File: src/rtl/rxs_pkg.sv
package rxs_pkg;

  localparam int unsigned DATA_W = 32;

  typedef enum logic [1:0] {
    SEL_TOTAL = 2'd0,
    SEL_FCS   = 2'd1,
    SEL_MCAST = 2'd2,
    SEL_NONE  = 2'd3
  } rxs_sel_e;

  // inclusive window test on a byte count
  function automatic logic len_between(input int unsigned len,
                                       input int unsigned lo,
                                       input int unsigned hi);
    return (len >= lo) && (len <= hi);
  endfunction

  // upper legal length, widened for tagged frames
  function automatic int unsigned len_ceiling(input logic tagged_fr,
                                              input int unsigned plain_max,
                                              input int unsigned tag_max);
    return tagged_fr ? tag_max : plain_max;
  endfunction

endpackage

File: src/rtl/rxs_classify.sv
module rxs_classify
  import rxs_pkg::*;
#(
  parameter int unsigned LEN_W   = 14,
  parameter int unsigned MIN_LEN = 64,
  parameter int unsigned MAX_LEN = 1518,
  parameter int unsigned TAG_MAX = 1522
) (
  input  logic             clk,
  input  logic             rst_n,
  input  logic             fr_done,
  input  logic [LEN_W-1:0] fr_len,
  input  logic             fr_crc_ok,
  input  logic             fr_mcast,
  input  logic             fr_bcast,
  input  logic             fr_vlan,
  input  logic             fr_len_err,
  input  logic             fr_partial,
  output logic             inc_total,
  output logic             inc_fcs,
  output logic             inc_mcast
);

  int unsigned len_u;
  logic        len_std_ok;
  logic        len_mc_ok;
  logic        mc_class_ok;

  always_comb begin
    len_u       = int'(fr_len);
    len_std_ok  = len_between(len_u, MIN_LEN, MAX_LEN);
    len_mc_ok   = len_between(len_u, MIN_LEN, len_ceiling(fr_vlan, MAX_LEN, TAG_MAX));
    mc_class_ok = fr_mcast && !fr_bcast && !fr_len_err;
  end

  assign inc_total = fr_done;
  assign inc_fcs   = fr_done && !fr_crc_ok && !fr_partial && len_std_ok;
  assign inc_mcast = fr_done && fr_crc_ok && mc_class_ok && len_mc_ok;

  // the two filtered counters split on CRC status
  assert_fcs_mc_disjoint_R2: assert property (@(posedge clk) disable iff (!rst_n)
    !(inc_fcs && inc_mcast));
  // filtered increments only come with a counted frame
  assert_fcs_in_total_R1: assert property (@(posedge clk) disable iff (!rst_n)
    inc_fcs |-> inc_total);
  assert_mc_in_total_R4: assert property (@(posedge clk) disable iff (!rst_n)
    inc_mcast |-> inc_total);
  assert_partial_blocks_fcs_R3: assert property (@(posedge clk) disable iff (!rst_n)
    fr_partial |-> !inc_fcs);
  assert_bcast_blocks_mc_R5: assert property (@(posedge clk) disable iff (!rst_n)
    (fr_bcast || fr_len_err) |-> !inc_mcast);

endmodule

File: src/rtl/rxs_counter.sv
module rxs_counter #(
  parameter int unsigned CNT_W = 22
) (
  input  logic             clk,
  input  logic             rst_n,
  input  logic             inc,
  input  logic             wr,
  input  logic [CNT_W-1:0] wdata,
  output logic [CNT_W-1:0] q
);

  logic [CNT_W-1:0] q_next;
  logic             at_top;

  assign at_top = &q;

  always_comb begin
    q_next = q;
    if (wr)       q_next = wdata;
    else if (inc) q_next = q + CNT_W'(1);
  end

  always_ff @(posedge clk or negedge rst_n) begin
    if (!rst_n) q <= '0;
    else        q <= q_next;
  end

  assert_write_wins_R9: assert property (@(posedge clk) disable iff (!rst_n)
    wr |=> q == $past(wdata));
  assert_single_step_R11: assert property (@(posedge clk) disable iff (!rst_n)
    (inc && !wr && !at_top) |=> q == $past(q) + CNT_W'(1));
  assert_wrap_R10: assert property (@(posedge clk) disable iff (!rst_n)
    (inc && !wr && at_top) |=> q == '0);
  assert_idle_hold_R11: assert property (@(posedge clk) disable iff (!rst_n)
    (!inc && !wr) |=> $stable(q));

endmodule

File: src/rtl/rxs_regport.sv
module rxs_regport
  import rxs_pkg::*;
#(
  parameter int unsigned ADDR_W = 4,
  parameter int unsigned TOT_W  = 22,
  parameter int unsigned FCS_W  = 16,
  parameter int unsigned MC_W   = 22
) (
  input  logic              clk,
  input  logic              rst_n,
  input  logic              reg_wr,
  input  logic [ADDR_W-1:0] reg_addr,
  input  logic [TOT_W-1:0]  tot_q,
  input  logic [FCS_W-1:0]  fcs_q,
  input  logic [MC_W-1:0]   mc_q,
  output logic              wr_total,
  output logic              wr_fcs,
  output logic              wr_mcast,
  output logic [DATA_W-1:0] reg_rdata
);

  rxs_sel_e sel;

  always_comb begin
    if      (reg_addr == ADDR_W'(0)) sel = SEL_TOTAL;
    else if (reg_addr == ADDR_W'(1)) sel = SEL_FCS;
    else if (reg_addr == ADDR_W'(2)) sel = SEL_MCAST;
    else                             sel = SEL_NONE;
  end

  assign wr_total = reg_wr && (sel == SEL_TOTAL);
  assign wr_fcs   = reg_wr && (sel == SEL_FCS);
  assign wr_mcast = reg_wr && (sel == SEL_MCAST);

  always_comb begin
    reg_rdata = '0;
    unique case (sel)
      SEL_TOTAL: reg_rdata[TOT_W-1:0] = tot_q;
      SEL_FCS:   reg_rdata[FCS_W-1:0] = fcs_q;
      SEL_MCAST: reg_rdata[MC_W-1:0]  = mc_q;
      default:   reg_rdata = '0;
    endcase
  end

  assert_one_write_R6: assert property (@(posedge clk) disable iff (!rst_n)
    $onehot0({wr_total, wr_fcs, wr_mcast}));
  assert_fcs_upper_zero_R6: assert property (@(posedge clk) disable iff (!rst_n)
    (reg_addr == ADDR_W'(1)) |-> reg_rdata[DATA_W-1:FCS_W] == '0);
  assert_unmapped_zero_R6: assert property (@(posedge clk) disable iff (!rst_n)
    (reg_addr > ADDR_W'(2)) |-> reg_rdata == '0);

endmodule

File: src/rtl/rx_frame_stats.sv
module rx_frame_stats
  import rxs_pkg::*;
#(
  parameter int unsigned LEN_W   = 14,
  parameter int unsigned ADDR_W  = 4,
  parameter int unsigned TOT_W   = 22,
  parameter int unsigned FCS_W   = 16,
  parameter int unsigned MC_W    = 22,
  parameter int unsigned MIN_LEN = 64,
  parameter int unsigned MAX_LEN = 1518,
  parameter int unsigned TAG_MAX = 1522
) (
  input  logic              clk,
  input  logic              rst_n,
  input  logic              fr_done,
  input  logic [LEN_W-1:0]  fr_len,
  input  logic              fr_crc_ok,
  input  logic              fr_mcast,
  input  logic              fr_bcast,
  input  logic              fr_vlan,
  input  logic              fr_len_err,
  input  logic              fr_partial,
  input  logic              reg_wr,
  input  logic [ADDR_W-1:0] reg_addr,
  input  logic [31:0]       reg_wdata,
  output logic [31:0]       reg_rdata
);

  logic             inc_total, inc_fcs, inc_mcast;
  logic             wr_total, wr_fcs, wr_mcast;
  logic [TOT_W-1:0] tot_q;
  logic [FCS_W-1:0] fcs_q;
  logic [MC_W-1:0]  mc_q;

  rxs_classify #(
    .LEN_W(LEN_W), .MIN_LEN(MIN_LEN), .MAX_LEN(MAX_LEN), .TAG_MAX(TAG_MAX)
  ) u_classify (
    .clk(clk), .rst_n(rst_n), .fr_done(fr_done), .fr_len(fr_len),
    .fr_crc_ok(fr_crc_ok), .fr_mcast(fr_mcast), .fr_bcast(fr_bcast),
    .fr_vlan(fr_vlan), .fr_len_err(fr_len_err), .fr_partial(fr_partial),
    .inc_total(inc_total), .inc_fcs(inc_fcs), .inc_mcast(inc_mcast)
  );

  rxs_counter #(.CNT_W(TOT_W)) u_cnt_total (
    .clk(clk), .rst_n(rst_n), .inc(inc_total), .wr(wr_total),
    .wdata(reg_wdata[TOT_W-1:0]), .q(tot_q)
  );

  rxs_counter #(.CNT_W(FCS_W)) u_cnt_fcs (
    .clk(clk), .rst_n(rst_n), .inc(inc_fcs), .wr(wr_fcs),
    .wdata(reg_wdata[FCS_W-1:0]), .q(fcs_q)
  );

  rxs_counter #(.CNT_W(MC_W)) u_cnt_mcast (
    .clk(clk), .rst_n(rst_n), .inc(inc_mcast), .wr(wr_mcast),
    .wdata(reg_wdata[MC_W-1:0]), .q(mc_q)
  );

  rxs_regport #(
    .ADDR_W(ADDR_W), .TOT_W(TOT_W), .FCS_W(FCS_W), .MC_W(MC_W)
  ) u_regport (
    .clk(clk), .rst_n(rst_n), .reg_wr(reg_wr), .reg_addr(reg_addr),
    .tot_q(tot_q), .fcs_q(fcs_q), .mc_q(mc_q),
    .wr_total(wr_total), .wr_fcs(wr_fcs), .wr_mcast(wr_mcast),
    .reg_rdata(reg_rdata)
  );

  // a strobe with no write always moves the total counter
  assert_total_moves_R1: assert property (@(posedge clk) disable iff (!rst_n)
    (fr_done && !wr_total) |=> tot_q != $past(tot_q));

endmodule

File: config.mk
export PLATFORM = sky130hd
export DESIGN_NAME = rx_frame_stats
export DESIGN_NICKNAME = d
export VERILOG_FILES = /design/src/rtl/rxs_pkg.sv /design/src/rtl/rxs_classify.sv /design/src/rtl/rxs_counter.sv /design/src/rtl/rxs_regport.sv /design/src/rtl/rx_frame_stats.sv
export SDC_FILE = /design/constraint.sdc
export NUM_CORES = 1
export LEC_CHECK = 0
export ABC_AREA = 1
export CORE_ASPECT_RATIO = 0.9
export CORE_MARGIN = 5
export CORE_UTILIZATION = 54
export DETAILED_ROUTE_END_ITERATION = 10
export PLACE_DENSITY = 0.82
export SYNTH_ARGS = -nofsm -noshare
export SYNTH_HDL_FRONTEND = slang
export SYNTH_SLANG_ARGS = --single-unit
export TNS_END_PERCENT = 100
File: constraint.sdc
create_clock -name clk -period 1.86 [get_ports clk]
set_clock_uncertainty 0.15 [all_clocks]
set_input_delay 0.186 -clock clk [delete_from_list [all_inputs] [get_ports clk]]
set_output_delay 0.186 -clock clk [all_outputs]
set_load 0.02 [all_outputs]
==> impl_metrics.sql <==
INSERT INTO impl_metrics (metric_group, metric, value, unit) VALUES
('placement', 'port_buffer_count', '71', ''),
('clocking', 'cts_tree', 'done', ''),
('yosys', 'synth_area_leaders', 'sky130_fd_sc_hd__dfrtp_1 30%, sky130_fd_sc_hd__nand2_1 20%, sky130_fd_sc_hd__nand3_1 9.0%, sky130_fd_sc_hd__inv_1 7.4%, sky130_fd_sc_hd__xor2_1 4.1%', ''),
('sta', 'maximum_clock_frequency', '550', 'MHz'),
('outcome', 'run_status', 'completed', ''),
('setup_path', 'kind_of_start_point_of_the_critical_path', 'input pin', ''),
('yosys', 'synthSimpleGateAreaFrac', '40.0', '%'),
('yosys', 'synth_mux_area_share', '0', '%'),
('yosys', 'flip_flop_and_latch_count_after_synthesis', '60', ''),
('sta', 'setup_viol', '0', ''),
('setup_path', 'crit_family', 'buffers and inverters', ''),
('setup_path', 'critical_path.n_buffers_inverters', '4', ''),
('pwr', 'power-per-cell-area', '677', 'nW/um^2'),
('finish', 'utilization', '71.5', '%'),
('global_route', 'groute.usage.overall', '30.0', '%'),
('clocking', 'numCtsBuffers', '9', ''),
('route', 'wl_per_cell', '16.7', 'um'),
('die', 'die_height', '101', 'um'),
('yosys', 'synth_top_family_by_area', 'simple AND/OR/NAND/NOR gates', ''),
('placement', 'routabilityCongestion', '0.942', ''),
('finish', 'multiInputGateArea', '2990', 'sq um'),
('yosys', 'synth_top_cell_area_share', '30.4', '%'),
('global_route', 'number_of_global_route_vias_before_repair', '5467', ''),
('finish', 'layout_filler_cell_count', '750', ''),
('setup_path', 'path_cells', 'clkbuf_2 -> nor2_2 -> nand2_2 -> buf_6 -> nor2_4 -> clkinvlp_4 -> o221ai_2 -> buf_4', ''),
('setup_path', 'critPathSlowestCell', 'sky130_fd_sc_hd__o221ai_2', ''),
('setup_path', 'rr_startpoint', 'u_cnt_fcs.q[1]', ''),
('global_route', 'global_route.overflow_total', '0', ''),
('die', 'core_region_area', '9040', 'sq um'),
('setup_path', 'cpPeakStageDelay', '280', 'ps'),
('flow_run', 'max_cap_violations', '0', ''),
('die', 'fp.dieW', '111', 'um'),
('placement', 'dpl_worst_slack', '-535', 'ps'),
('route', 'antenna_violating_nets_post_route', '0', ''),
('sta', 'period_minus_slack', '1820', 'ps'),
('route', 'detail_route.vias_per_cell', '5.66', ''),
('route', 'vias', '5740', ''),
('sta', 'timing.final.ws_setup', '41.5', 'ps'),
('die', 'row_count', '33', ''),
('yosys', 'yosys.area_share.adder', '1.52', '%'),
('setup_path', 'critical_path_arrival', '1480', 'ps'),
('route', 'route.final.wire_length', '17000', 'um'),
('yosys', 'synth.yosys.warnings', '0', ''),
('clocking', 'ctsHtreeMaxLevel', '3', ''),
('finish', 'synthToLayoutAreaGrowth', '31.0', '%'),
('min_path', 'classification_of_the_worst_slack_hold_path', 'in2async', ''),
('setup_path', 'worst-setup-path-type', 'in2out', ''),
('yosys', 'cell_area_synth', '4940', 'sq um'),
('pwr', 'total_leakage_power', '3.12', 'nW'),
('setup_path', 'end_kind', 'primary output', ''),
('route', 'drt-initial-drc-count', '489', ''),
('route', 'route.detailed.drc', '0', ''),
('pwr', 'vdd_drop_max', '437', 'uV'),
('sta', 'finalHoldViolations', '0', ''),
('die', 'ioPinCount', '92', ''),
('finish', 'final_cell_area', '6470', 'sq um'),
('placement', 'placed_cell_area', '6100', 'sq um'),
('sta', 'timing.final.crit_share', '97.8', '%'),
('yosys', 'syn_area_per_cell', '6.44', 'sq um'),
('clocking', 'clkSinkCount', '60', ''),
('yosys', 'synthXorXnorAreaFrac', '4.61', '%'),
('finish', 'post_route_cells_drive_above_1_share', '17.1', '%'),
('global_route', 'grt_start_max_net_pins', '61', ''),
('yosys', 'synth_seq_area_share', '30.4', '%'),
('yosys', 'post-synth-top-area-cell', 'sky130_fd_sc_hd__dfrtp_1', ''),
('sta', 'finalHoldWorstSlack', '230', 'ps'),
('clocking', 'clkLatencyLatePin', '350', 'ps'),
('sta', 'pins_over_their_slew_limit', '0', ''),
('setup_path', 'cp_data_required_time', '1520', 'ps'),
('finish', 'nets', '954', ''),
('yosys', 'synth_compound_area_share', '11.3', '%');
## layout by cell type, fill, tap and decap left out, types with 3 or more instances in the layout
master	instances
sky130_fd_sc_hd__nand2_1	265
sky130_fd_sc_hd__inv_1	95
sky130_fd_sc_hd__nand3_1	87
sky130_fd_sc_hd__dfrtp_1	60
sky130_fd_sc_hd__buf_4	56
sky130_fd_sc_hd__clkdlybuf4s50_1	43
sky130_fd_sc_hd__nor2_1	42
sky130_fd_sc_hd__o21ai_0	33
sky130_fd_sc_hd__xor2_1	23
sky130_fd_sc_hd__buf_2	17
sky130_fd_sc_hd__a21oi_1	11
sky130_fd_sc_hd__nand2_2	10
sky130_fd_sc_hd__o221ai_1	10
sky130_fd_sc_hd__o22ai_1	10
sky130_fd_sc_hd__conb_1	10
sky130_fd_sc_hd__nand4_1	9
sky130_fd_sc_hd__o21ai_1	9
sky130_fd_sc_hd__nor3_1	9
sky130_fd_sc_hd__clkbuf_8	9
sky130_fd_sc_hd__nor2_4	8
sky130_fd_sc_hd__buf_12	8
sky130_fd_sc_hd__nor2_2	7
sky130_fd_sc_hd__o221ai_2	6
sky130_fd_sc_hd__o211ai_1	6
sky130_fd_sc_hd__ha_1	5
sky130_fd_sc_hd__clkinvlp_4	4
sky130_fd_sc_hd__nand3_2	4
sky130_fd_sc_hd__xnor2_1	3
sky130_fd_sc_hd__o21bai_1	3
sky130_fd_sc_hd__clkbuf_2	3
sky130_fd_sc_hd__buf_6	3
## layer usage
layer	track usage, %	wire (um)
met3	5.52	1640
met5	0	0
met1	37.5	6590
met4	13.1	607
met2	51.3	8150
## power breakdown
part	internal [mW]	total [mW]	switching, mW	leakage [nW]
clock network	0.754	1.33	0.571	0.102
registers	1.51	1.76	0.242	0.802
logic	0.563	1.30	0.735	2.21
total	2.83	4.38	1.55	3.12
## synthesized netlist by cell type (all sizes together)
| cell type | instances |
|---|---|
| a21oi | 11 |
| buf | 31 |
| clkbuf | 3 |
| conb | 1 |
| dfrtp | 60 |
| ha | 6 |
| inv | 99 |
| nand2 | 277 |
| nand3 | 91 |
| nand4 | 10 |
| nor2 | 57 |
| nor3 | 11 |
| o211ai | 6 |
| o21ai | 42 |
| o21bai | 3 |
| o221ai | 18 |
| o22ai | 10 |
| o31ai | 1 |
| or2 | 4 |
| xnor2 | 3 |
| xor2 | 23 |
## worst min-delay path, stage by stage
cell and delay [ps]:
sky130_fd_sc_hd__dlygate4sd3_1 520, sky130_fd_sc_hd__buf_2 120, sky130_fd_sc_hd__buf_12 300
## state kept, by name, summed over array words and instances, names as in the netlist
name	flops
u_cnt_fcs.q	16
u_cnt_total.q	22
u_cnt_mcast.q	22
## repair_timing
| action | CTS | global route |
|---|---|---|
| cloned | 1 | 1 |
| endpoints found under the hold margin | 60 | 0 |
| hold buffers | 1 | 0 |
| resized for setup | 109 | 35 |
| pin swaps | 4 | 10 |
| setup endpoints to repair | 22 | 46 |
| setup buffers | 3 | 5 |
## area by class of cell
cell class	instances	area share, %
inverter	99	5.86
tap	122	2.36
timing repair buffer	135	19.0
multi-input combinational	583	46.2
clock inverter	6	1.37
sequential	60	23.2
clock buffer	10	1.97
## logic make-up (layout without fill, tap and decap cells)
| group | count (synthesis) | in the layout |
|---|---|---|
| simple gates | 450 | 450 |
| flops | 60 | 60 |
| compound gates | 91 | 91 |
| fa+ha+maj | 6 | 6 |
| buf+inv | 133 | 250 |
| other cells | 1 | 10 |
| xor+xnor | 26 | 26 |
## per-stage QoR
step           TNS (ps)  total power, mW  std cells
6_report              0             4.38       1015
5_1_grt           -23.3             4.61       1015
4_1_cts           -59.8             4.29       1009
3_5_place_dp     -21610             2.96        988
3_3_place_gp     -18050             2.90        988
2_1_floorplan         0             2.44        776
## final timing paths
check | cells past startpoint | slack [ps] | endpoint
worst min-delay path | 3 | 230 | u_cnt_fcs.q[0]
worst max register to register | 12 | 80 | u_cnt_fcs.q[12]
worst max-delay path | 8 | 40 | reg_rdata[8]
min in group clk | 3 | 340 | u_cnt_total.q[7]
max in group asynchronous | 3 | 1060 | u_cnt_mcast.q[3]
worst min register to register | 2 | 400 | u_cnt_mcast.q[21]
Note: power is estimated with default switching activity, not from simulation.
